==> src/rtl/rmw_pkg.sv <==
package rmw_pkg;

  typedef enum logic [1:0] {
    LOP_AND = 2'd0,
    LOP_OR  = 2'd1,
    LOP_XOR = 2'd2
  } lop_e;

  typedef enum logic [1:0] {
    SZ_WORD = 2'd0,
    SZ_HALF = 2'd1,
    SZ_BYTE = 2'd2
  } sz_e;

  typedef struct packed {
    logic legal;
    lop_e op;
    sz_e  sz;
  } cmd_dec_t;

  typedef enum logic [1:0] {
    ST_IDLE  = 2'd0,
    ST_READ  = 2'd1,
    ST_WRITE = 2'd2
  } st_e;

endpackage

==> src/rtl/rmw_decode.sv <==
module rmw_decode
  import rmw_pkg::*;
(
  input  logic [7:0] opcode,
  output cmd_dec_t   dec
);

  logic [3:0] hi;
  logic [3:0] lo;
  logic       lo_low_set;
  logic       lo_high_set;

  assign hi          = opcode[7:4];
  assign lo          = opcode[3:0];
  assign lo_low_set  = (lo == 4'h4) || (lo == 4'h5) || (lo == 4'h6);
  assign lo_high_set = (lo == 4'hC) || (lo == 4'hD) || (lo == 4'hE);

  always_comb begin
    dec.legal = 1'b0;
    dec.op    = LOP_AND;
    if (hi == 4'h8 && lo_low_set) begin
      dec.legal = 1'b1;
      dec.op    = LOP_AND;
    end else if (hi == 4'h9 && lo_low_set) begin
      dec.legal = 1'b1;
      dec.op    = LOP_OR;
    end else if (hi == 4'h9 && lo_high_set) begin
      dec.legal = 1'b1;
      dec.op    = LOP_XOR;
    end
    case (lo[1:0])
      2'd0:    dec.sz = SZ_WORD;
      2'd1:    dec.sz = SZ_HALF;
      default: dec.sz = SZ_BYTE;
    endcase
  end

endmodule

==> src/rtl/rmw_lane_alu.sv <==
module rmw_lane_alu
  import rmw_pkg::*;
#(
  parameter int DATA_W = 32,
  localparam int LANES = DATA_W / 8,
  localparam int OFF_W = $clog2(LANES)
) (
  input  lop_e              op,
  input  sz_e               sz,
  input  logic [OFF_W-1:0]  byte_off,
  input  logic [DATA_W-1:0] rdata,
  input  logic [DATA_W-1:0] operand,
  output logic [DATA_W-1:0] wdata,
  output logic [LANES-1:0]  be,
  output logic              res_n,
  output logic              res_z
);

  logic [OFF_W-1:0]  lane_base;
  logic [OFF_W:0]    nbytes;
  logic [OFF_W+2:0]  shamt;
  logic [DATA_W-1:0] mask;
  logic [DATA_W-1:0] mem_val;
  logic [DATA_W-1:0] reg_val;
  logic [DATA_W-1:0] res;

  always_comb begin
    mask = '0;
    case (sz)
      SZ_HALF: begin
        lane_base    = {byte_off[OFF_W-1:1], 1'b0};
        nbytes       = (OFF_W+1)'(2);
        mask[15:0]   = '1;
      end
      SZ_BYTE: begin
        lane_base    = byte_off;
        nbytes       = (OFF_W+1)'(1);
        mask[7:0]    = '1;
      end
      default: begin
        lane_base    = '0;
        nbytes       = (OFF_W+1)'(LANES);
        mask         = '1;
      end
    endcase
  end

  assign shamt   = {lane_base, 3'b000};
  assign mem_val = (rdata >> shamt) & mask;
  assign reg_val = operand & mask;

  always_comb begin
    case (op)
      LOP_OR:  res = mem_val | reg_val;
      LOP_XOR: res = mem_val ^ reg_val;
      default: res = mem_val & reg_val;
    endcase
  end

  assign wdata = (rdata & ~(mask << shamt)) | (res << shamt);

  for (genvar k = 0; k < LANES; k++) begin : g_lane_en
    assign be[k] = ((OFF_W+1)'(k) >= {1'b0, lane_base}) &&
                   ((OFF_W+1)'(k) <  ({1'b0, lane_base} + nbytes));
  end

  always_comb begin
    case (sz)
      SZ_HALF: res_n = res[15];
      SZ_BYTE: res_n = res[7];
      default: res_n = res[DATA_W-1];
    endcase
  end

  assign res_z = (res == '0);

endmodule

==> src/rtl/rmw_seq.sv <==
module rmw_seq
  import rmw_pkg::*;
#(
  parameter int DATA_W = 32,
  parameter int ADDR_W = 32,
  localparam int LANES = DATA_W / 8
) (
  input  logic              clk,
  input  logic              rst_n,
  input  logic              cmd_valid,
  output logic              cmd_ready,
  input  cmd_dec_t          dec,
  input  logic [ADDR_W-1:0] cmd_addr,
  input  logic [DATA_W-1:0] cmd_data,
  output lop_e              cur_op,
  output sz_e               cur_sz,
  output logic [ADDR_W-1:0] cur_addr,
  output logic [DATA_W-1:0] cur_data,
  input  logic [DATA_W-1:0] alu_wdata,
  input  logic [LANES-1:0]  alu_be,
  input  logic              alu_n,
  input  logic              alu_z,
  output logic              mem_req,
  output logic              mem_we,
  output logic [LANES-1:0]  mem_be,
  output logic [DATA_W-1:0] mem_wdata,
  input  logic              mem_ready,
  output logic              done,
  output logic              flag_n,
  output logic              flag_z
);

  st_e               state;
  logic [DATA_W-1:0] wdata_q;
  logic [LANES-1:0]  be_q;
  logic              n_q;
  logic              z_q;
  logic              rd_fire;
  logic              wr_fire;

  assign cmd_ready = (state == ST_IDLE);
  assign mem_req   = (state == ST_READ) || (state == ST_WRITE);
  assign mem_we    = (state == ST_WRITE);
  assign mem_be    = (state == ST_WRITE) ? be_q : '1;
  assign mem_wdata = wdata_q;
  assign rd_fire   = (state == ST_READ) && mem_ready;
  assign wr_fire   = (state == ST_WRITE) && mem_ready;
  assign done      = wr_fire;

  always_ff @(posedge clk) begin
    if (!rst_n) begin
      state    <= ST_IDLE;
      cur_op   <= LOP_AND;
      cur_sz   <= SZ_WORD;
      cur_addr <= '0;
      cur_data <= '0;
      wdata_q  <= '0;
      be_q     <= '0;
      n_q      <= 1'b0;
      z_q      <= 1'b0;
      flag_n   <= 1'b0;
      flag_z   <= 1'b0;
    end else begin
      case (state)
        ST_IDLE: begin
          if (cmd_valid && dec.legal) begin
            state    <= ST_READ;
            cur_op   <= dec.op;
            cur_sz   <= dec.sz;
            cur_addr <= cmd_addr;
            cur_data <= cmd_data;
          end
        end
        ST_READ: begin
          if (rd_fire) begin
            state   <= ST_WRITE;
            wdata_q <= alu_wdata;
            be_q    <= alu_be;
            n_q     <= alu_n;
            z_q     <= alu_z;
          end
        end
        ST_WRITE: begin
          if (wr_fire) begin
            state  <= ST_IDLE;
            flag_n <= n_q;
            flag_z <= z_q;
          end
        end
        default: state <= ST_IDLE;
      endcase
    end
  end

endmodule

==> src/rtl/rmw_logic_unit.sv <==
module rmw_logic_unit
  import rmw_pkg::*;
#(
  parameter int DATA_W = 32,
  parameter int ADDR_W = 32,
  localparam int LANES = DATA_W / 8,
  localparam int OFF_W = $clog2(LANES)
) (
  input  logic              clk,
  input  logic              rst_n,
  input  logic              cmd_valid,
  output logic              cmd_ready,
  input  logic [7:0]        cmd_op,
  input  logic [ADDR_W-1:0] cmd_addr,
  input  logic [DATA_W-1:0] cmd_data,
  output logic              mem_req,
  output logic              mem_we,
  output logic [ADDR_W-1:0] mem_addr,
  output logic [LANES-1:0]  mem_be,
  output logic [DATA_W-1:0] mem_wdata,
  input  logic              mem_ready,
  input  logic [DATA_W-1:0] mem_rdata,
  output logic              done,
  output logic              flag_n,
  output logic              flag_z
);

  cmd_dec_t          dec;
  lop_e              cur_op;
  sz_e               cur_sz;
  logic [ADDR_W-1:0] cur_addr;
  logic [DATA_W-1:0] cur_data;
  logic [DATA_W-1:0] alu_wdata;
  logic [LANES-1:0]  alu_be;
  logic              alu_n;
  logic              alu_z;

  rmw_decode u_decode (
    .opcode (cmd_op),
    .dec    (dec)
  );

  rmw_lane_alu #(.DATA_W(DATA_W)) u_alu (
    .op       (cur_op),
    .sz       (cur_sz),
    .byte_off (cur_addr[OFF_W-1:0]),
    .rdata    (mem_rdata),
    .operand  (cur_data),
    .wdata    (alu_wdata),
    .be       (alu_be),
    .res_n    (alu_n),
    .res_z    (alu_z)
  );

  rmw_seq #(.DATA_W(DATA_W), .ADDR_W(ADDR_W)) u_seq (
    .clk       (clk),
    .rst_n     (rst_n),
    .cmd_valid (cmd_valid),
    .cmd_ready (cmd_ready),
    .dec       (dec),
    .cmd_addr  (cmd_addr),
    .cmd_data  (cmd_data),
    .cur_op    (cur_op),
    .cur_sz    (cur_sz),
    .cur_addr  (cur_addr),
    .cur_data  (cur_data),
    .alu_wdata (alu_wdata),
    .alu_be    (alu_be),
    .alu_n     (alu_n),
    .alu_z     (alu_z),
    .mem_req   (mem_req),
    .mem_we    (mem_we),
    .mem_be    (mem_be),
    .mem_wdata (mem_wdata),
    .mem_ready (mem_ready),
    .done      (done),
    .flag_n    (flag_n),
    .flag_z    (flag_z)
  );

  assign mem_addr = cur_addr;

endmodule

==> config.mk <==
export PLATFORM = sky130hd
export DESIGN_NAME = rmw_logic_unit
export DESIGN_NICKNAME = d
export VERILOG_FILES = /design/src/rtl/rmw_pkg.sv /design/src/rtl/rmw_decode.sv /design/src/rtl/rmw_lane_alu.sv /design/src/rtl/rmw_seq.sv /design/src/rtl/rmw_logic_unit.sv
export SDC_FILE = /design/constraint.sdc
export NUM_CORES = 1
export LEC_CHECK = 0
export CAP_MARGIN = 20
export CORE_MARGIN = 2
export CORE_UTILIZATION = 40
export CTS_BUF_LIST = sky130_fd_sc_hd__clkbuf_8
export DETAILED_ROUTE_END_ITERATION = 8
export DONT_BUFFER_PORTS = 1
export GPL_ROUTABILITY_DRIVEN = 0
export PLACE_DENSITY_LB_ADDON = 0.15
export SLEW_MARGIN = 20
export SYNTH_ARGS = -nofsm -noshare
export SYNTH_HDL_FRONTEND = slang
export SYNTH_HIERARCHICAL = 1
export SYNTH_SLANG_ARGS = --single-unit
==> constraint.sdc <==
create_clock -name clk -period 3.05 [get_ports clk]
set_clock_uncertainty 0.15 [all_clocks]
set_input_delay 0.1525 -clock clk [delete_from_list [all_inputs] [get_ports clk]]
set_output_delay 0.1525 -clock clk [all_outputs]
set_load 0.05 [all_outputs]
==> flow_summary_export.csv <==
group,metric,value,unit
floorplanning,fp.dieH,143,um
global_route,overflow,0,
global_route,grt_use_met2,36.8,%
outcome,status,"complete, but fails checks",
floorplanning,dieArea,0.0203,sq mm
clock_tree,cts_tree,"done",
finish,syn2layout_area_growth,34.1,%
finish,fin_nets,1359,
logic_synthesis,synth-seq-cells,110,
logic_synthesis,syn_area_per_cell,7.66,sq um
timing,fin_crit_sh,102,%
floorplanning,start_util,40.9,%
critical_path,rrSetupSlack,-0.08,ns
routing,vias,7097,
timing,fin_crit,3.13,ns
power,p_per_area,261,mW/mm^2
timing,slew_violations,0,
routing,drt_pre_antenna_iters,5,
critical_path,arrival,3.32,ns
min_path,hold_start,"mem_ready",
place,dp.final_hpwl,15800,um
place,placed_cell_area,0.00813,sq mm
logic_synthesis,synthCells,1003,
logic_synthesis,yosysWarningCount,6,
logic_synthesis,ys.flop_type,"dfxtp_1",
floorplanning,num_rows,50,
logic_synthesis,ys_seq_area_share,28.7,%
power,peakVddDrop,0.208,mV
run,cap_violations,0,
clock_tree,clock-sinks,110,
global_route,grt_pass1_wl,37300,um
routing,drtAntennaViolNets,0,
place,portBuffers,0,
clock_tree,clk_pin_slew,0.13,ns
critical_path,crit_path_start_kind,"register",
critical_path,crit_type,"reg2reg",
floorplanning,fp.dieW,143,um
floorplanning,coreArea,0.0188,sq mm
timing,relSlewSlack,57.0,%
timing,fmax,0.320,GHz
logic_synthesis,ys_types,46,
logic_synthesis,synth_nets,1184,
global_route,grt_antenna_before_repair,0,
timing,timing.final.ws_setup,-0.0757,ns
global_route,met3_usage,4.27,%
min_path,holdPathEnd,"u_seq/n_q$_SDFFE_PN0P_",
min_path,min_path_type,"in2reg",
floorplanning,num_io_pins,182,
clock_tree,cts_root_buf,"clkbuf_8",
logic_synthesis,async_reset_ff_share,0,%
global_route,use_met1,32.6,%
global_route,grt_max_degree,78,
finish,diodes,0,
critical_path,crit_top_cell,"nor4_4",
outcome,violations,"setup timing",
global_route,grt-busiest-layer,"met2",
routing,drtIter0Drc,411,
clock_tree,clkLatencyLatePin,0.41,ns
finish,seqCellArea,0.00221,sq mm
critical_path,regToRegEndpoint,"u_seq/z_q$_SDFFE_PN0P_",
routing,drt_drc_violations_left,0,
power,p_total,2.68,mW
timing,rsz0062_at_grt,"true",
finish,fillers,1785,
clock_tree,numCtsBuffers,9,
timing,setup_viol,1,
critical_path,cp_slowest_cell,"dfxtp_4",
global_route,grt_pass1_vias,6899,
min_path,holdPathStages,4,
timing,finalHoldViolations,0,
routing,viasPerCell,5.01,
global_route,grt_usage,23.1,%
routing,totalWireLength,23900,um
critical_path,crit_path_max_incr_delay,0.38,ns
critical_path,crit_chain,"inv_2 > ha_4 > nand2_8 > clkbuf_16 > buf_4 > mux2i_1 > o21ai_1 > inv_1 > ha_1 > nand2_2 > a31oi_4 > nor4_4 > nand4_1 > nor4_4 > nand2_1 > a21boi_1",
finish,fin_area,0.0103,sq mm
logic_synthesis,synth_edf_count,0,
clock_tree,htreeDepth,3,
critical_path,crit_fanout,6,
critical_path,r2r.worst_path.cells,16,
finish,final_layout_size_suffix_gt1_share,12.7,%
timing,worstMarginPinSlew,0.640,ns
finish,multiInputGateArea,0.00502,sq mm
routing,drt-wirelength-per-cell,16.9,um
clock_tree,max-clock-path-buffers,2,
critical_path,required,3.24,ns
power,leakage,4.43,nW
critical_path,rr_startpoint,"u_seq/cur_sz[0]$_SDFFE_PN0P_",
critical_path,end_kind,"register",
logic_synthesis,syn-cell-area,0.00768,sq mm
==> cells in the mapped netlist (all sizes together), types with 14 or more instances <==
cell / instances / area [sq um]
nand2: 297 / 1120
dfxtp: 110 / 2200
a21boi: 109 / 818
inv: 82 / 310
ha: 72 / 901
buf: 39 / 262
o21ai: 36 / 188
mux2i: 32 / 320
nor2b: 30 / 188
a31oi: 29 / 181
clkbuf: 26 / 97.6
mux2: 24 / 270
and2: 18 / 113
nor2: 17 / 66.3
nand2b: 16 / 100
or2b: 16 / 120
a22oi: 14 / 115
==> metal layers <==
| layer | part of all wire, % | vias up |
|---|---|---|
| met5 | 0 | - |
| met4 | 1.2 | 0 |
| met3 | 5.8 | 21 |
| met2 | 45 | 182 |
| met1 | 48 | 3259 |
| li1 | - | 3635 |
==> final cells by class <==
type / instances / area share [%]
Multi-Input combinational cell: 746 / 48.7
Timing Repair Buffer: 229 / 22.0
Sequential cell: 110 / 21.5
Inverter: 82 / 3.04
Tap cell: 234 / 2.84
Clock buffer: 9 / 1.20
Clock inverter: 7 / 0.741
==> power by group <==
group	total, mW	internal, mW	switching, mW
Sequential	1.46	1.44	0.0180
Clock	0.919	0.326	0.593
Combinational	0.305	0.183	0.122
==> through the flow <==
| step | cells | setup TNS (ns) | hold slack (ns) | setup WS (ns) | util, % |
|---|---|---|---|---|---|
| after floorplan | 1003 | 0 | 0.130 | 0.00998 | - |
| after global placement | 1229 | -0.240 | 0.142 | -0.150 | 43.3 |
| after detailed placement | 1229 | -0.375 | 0.145 | -0.193 | 43.3 |
| final | 1417 | -0.0757 | 0.0833 | -0.0757 | 54.9 |
| after CTS | 1411 | 0 | 0.0630 | 0.00288 | 53.5 |
| after global routing | 1417 | -0.841 | 0.0848 | -0.191 | 54.9 |
==> kinds of logic after synthesis <==
logic type	share of synthesized area, %
and+or+nand+nor	24.2
AOI/OAI and AO/OA	18.6
buffers and inverters	8.71
DFF	28.7
adders and majority gates	12.0
muxes	7.69
xor gates and xnor gates	0.114
==> cells in the final DEF, fill, tap and decap left out, types with 3 or more instances in the layout <==
cell type      instances
clkinv_4               3
ha_1                  70
a31oi_2                5
a221o_1                8
clkbuf_8               9
nor4_4                 3
nand2_2                3
inv_1                 78
a31oi_1               21
a21boi_1              19
mux2i_1               31
a21boi_0              89
inv_8                  3
dlygate4sd3_1        160
a31oi_4                3
buf_12                 6
o21ai_1               17
nand2b_1              16
nor2_1                16
buf_6                  4
dfxtp_1              106
a21oi_1                3
o21ai_0               16
and2_1                18
nand3_1                3
nor2b_1               30
mux2_2                23
buf_4                 55
nand2_1              293
or2b_1                16
a22oi_1               12
==> worst max-delay path, delay by kind of cell, from the launching register on <==
family / cells / cell delay [ns]
AO/OA/AOI/OAI: 3 / 0.50
AND/OR/NAND/NOR: 6 / 1.04
buffers and inverters: 4 / 0.43
adder cells (fa/ha/maj): 2 / 0.45
flip-flops: 1 / 0.38
multiplexers: 1 / 0.12
==> what timing repair did <==
action                                  CTS  global route
resized for setup                        11            47
pin swaps                                 5            23
gates cloned                              1             2
hold buffers                            161             0
hold endpoints to repair                110             0
endpoints found under the setup margin    4            29
setup buffers                             4             5
==> state kept, by name, indices dropped and copies added (netlist names), 2 cells and up <==
register / cells
u_seq/cur_sz: 2
u_seq/be_q: 4
u_seq/cur_op: 2
u_seq/cur_addr: 32
u_seq/mem_wdata: 32
u_seq/cur_data: 32
u_seq/state: 2
==> worst max path at each step <==
stage	start	end
5_1_grt	u_seq/cur_sz[0]$_SDFFE_PN0P_	u_seq/z_q$_SDFFE_PN0P_
2_1_floorplan	u_seq/cur_sz[0]$_SDFFE_PN0P_	u_seq/z_q$_SDFFE_PN0P_
3_3_place_gp	u_seq/cur_sz[0]$_SDFFE_PN0P_	u_seq/z_q$_SDFFE_PN0P_
6_report	u_seq/cur_sz[0]$_SDFFE_PN0P_	u_seq/z_q$_SDFFE_PN0P_
4_1_cts	u_seq/cur_sz[0]$_SDFFE_PN0P_	u_seq/z_q$_SDFFE_PN0P_
3_5_place_dp	u_seq/cur_sz[0]$_SDFFE_PN0P_	u_seq/z_q$_SDFFE_PN0P_
Power figures use the tool's default switching activity.
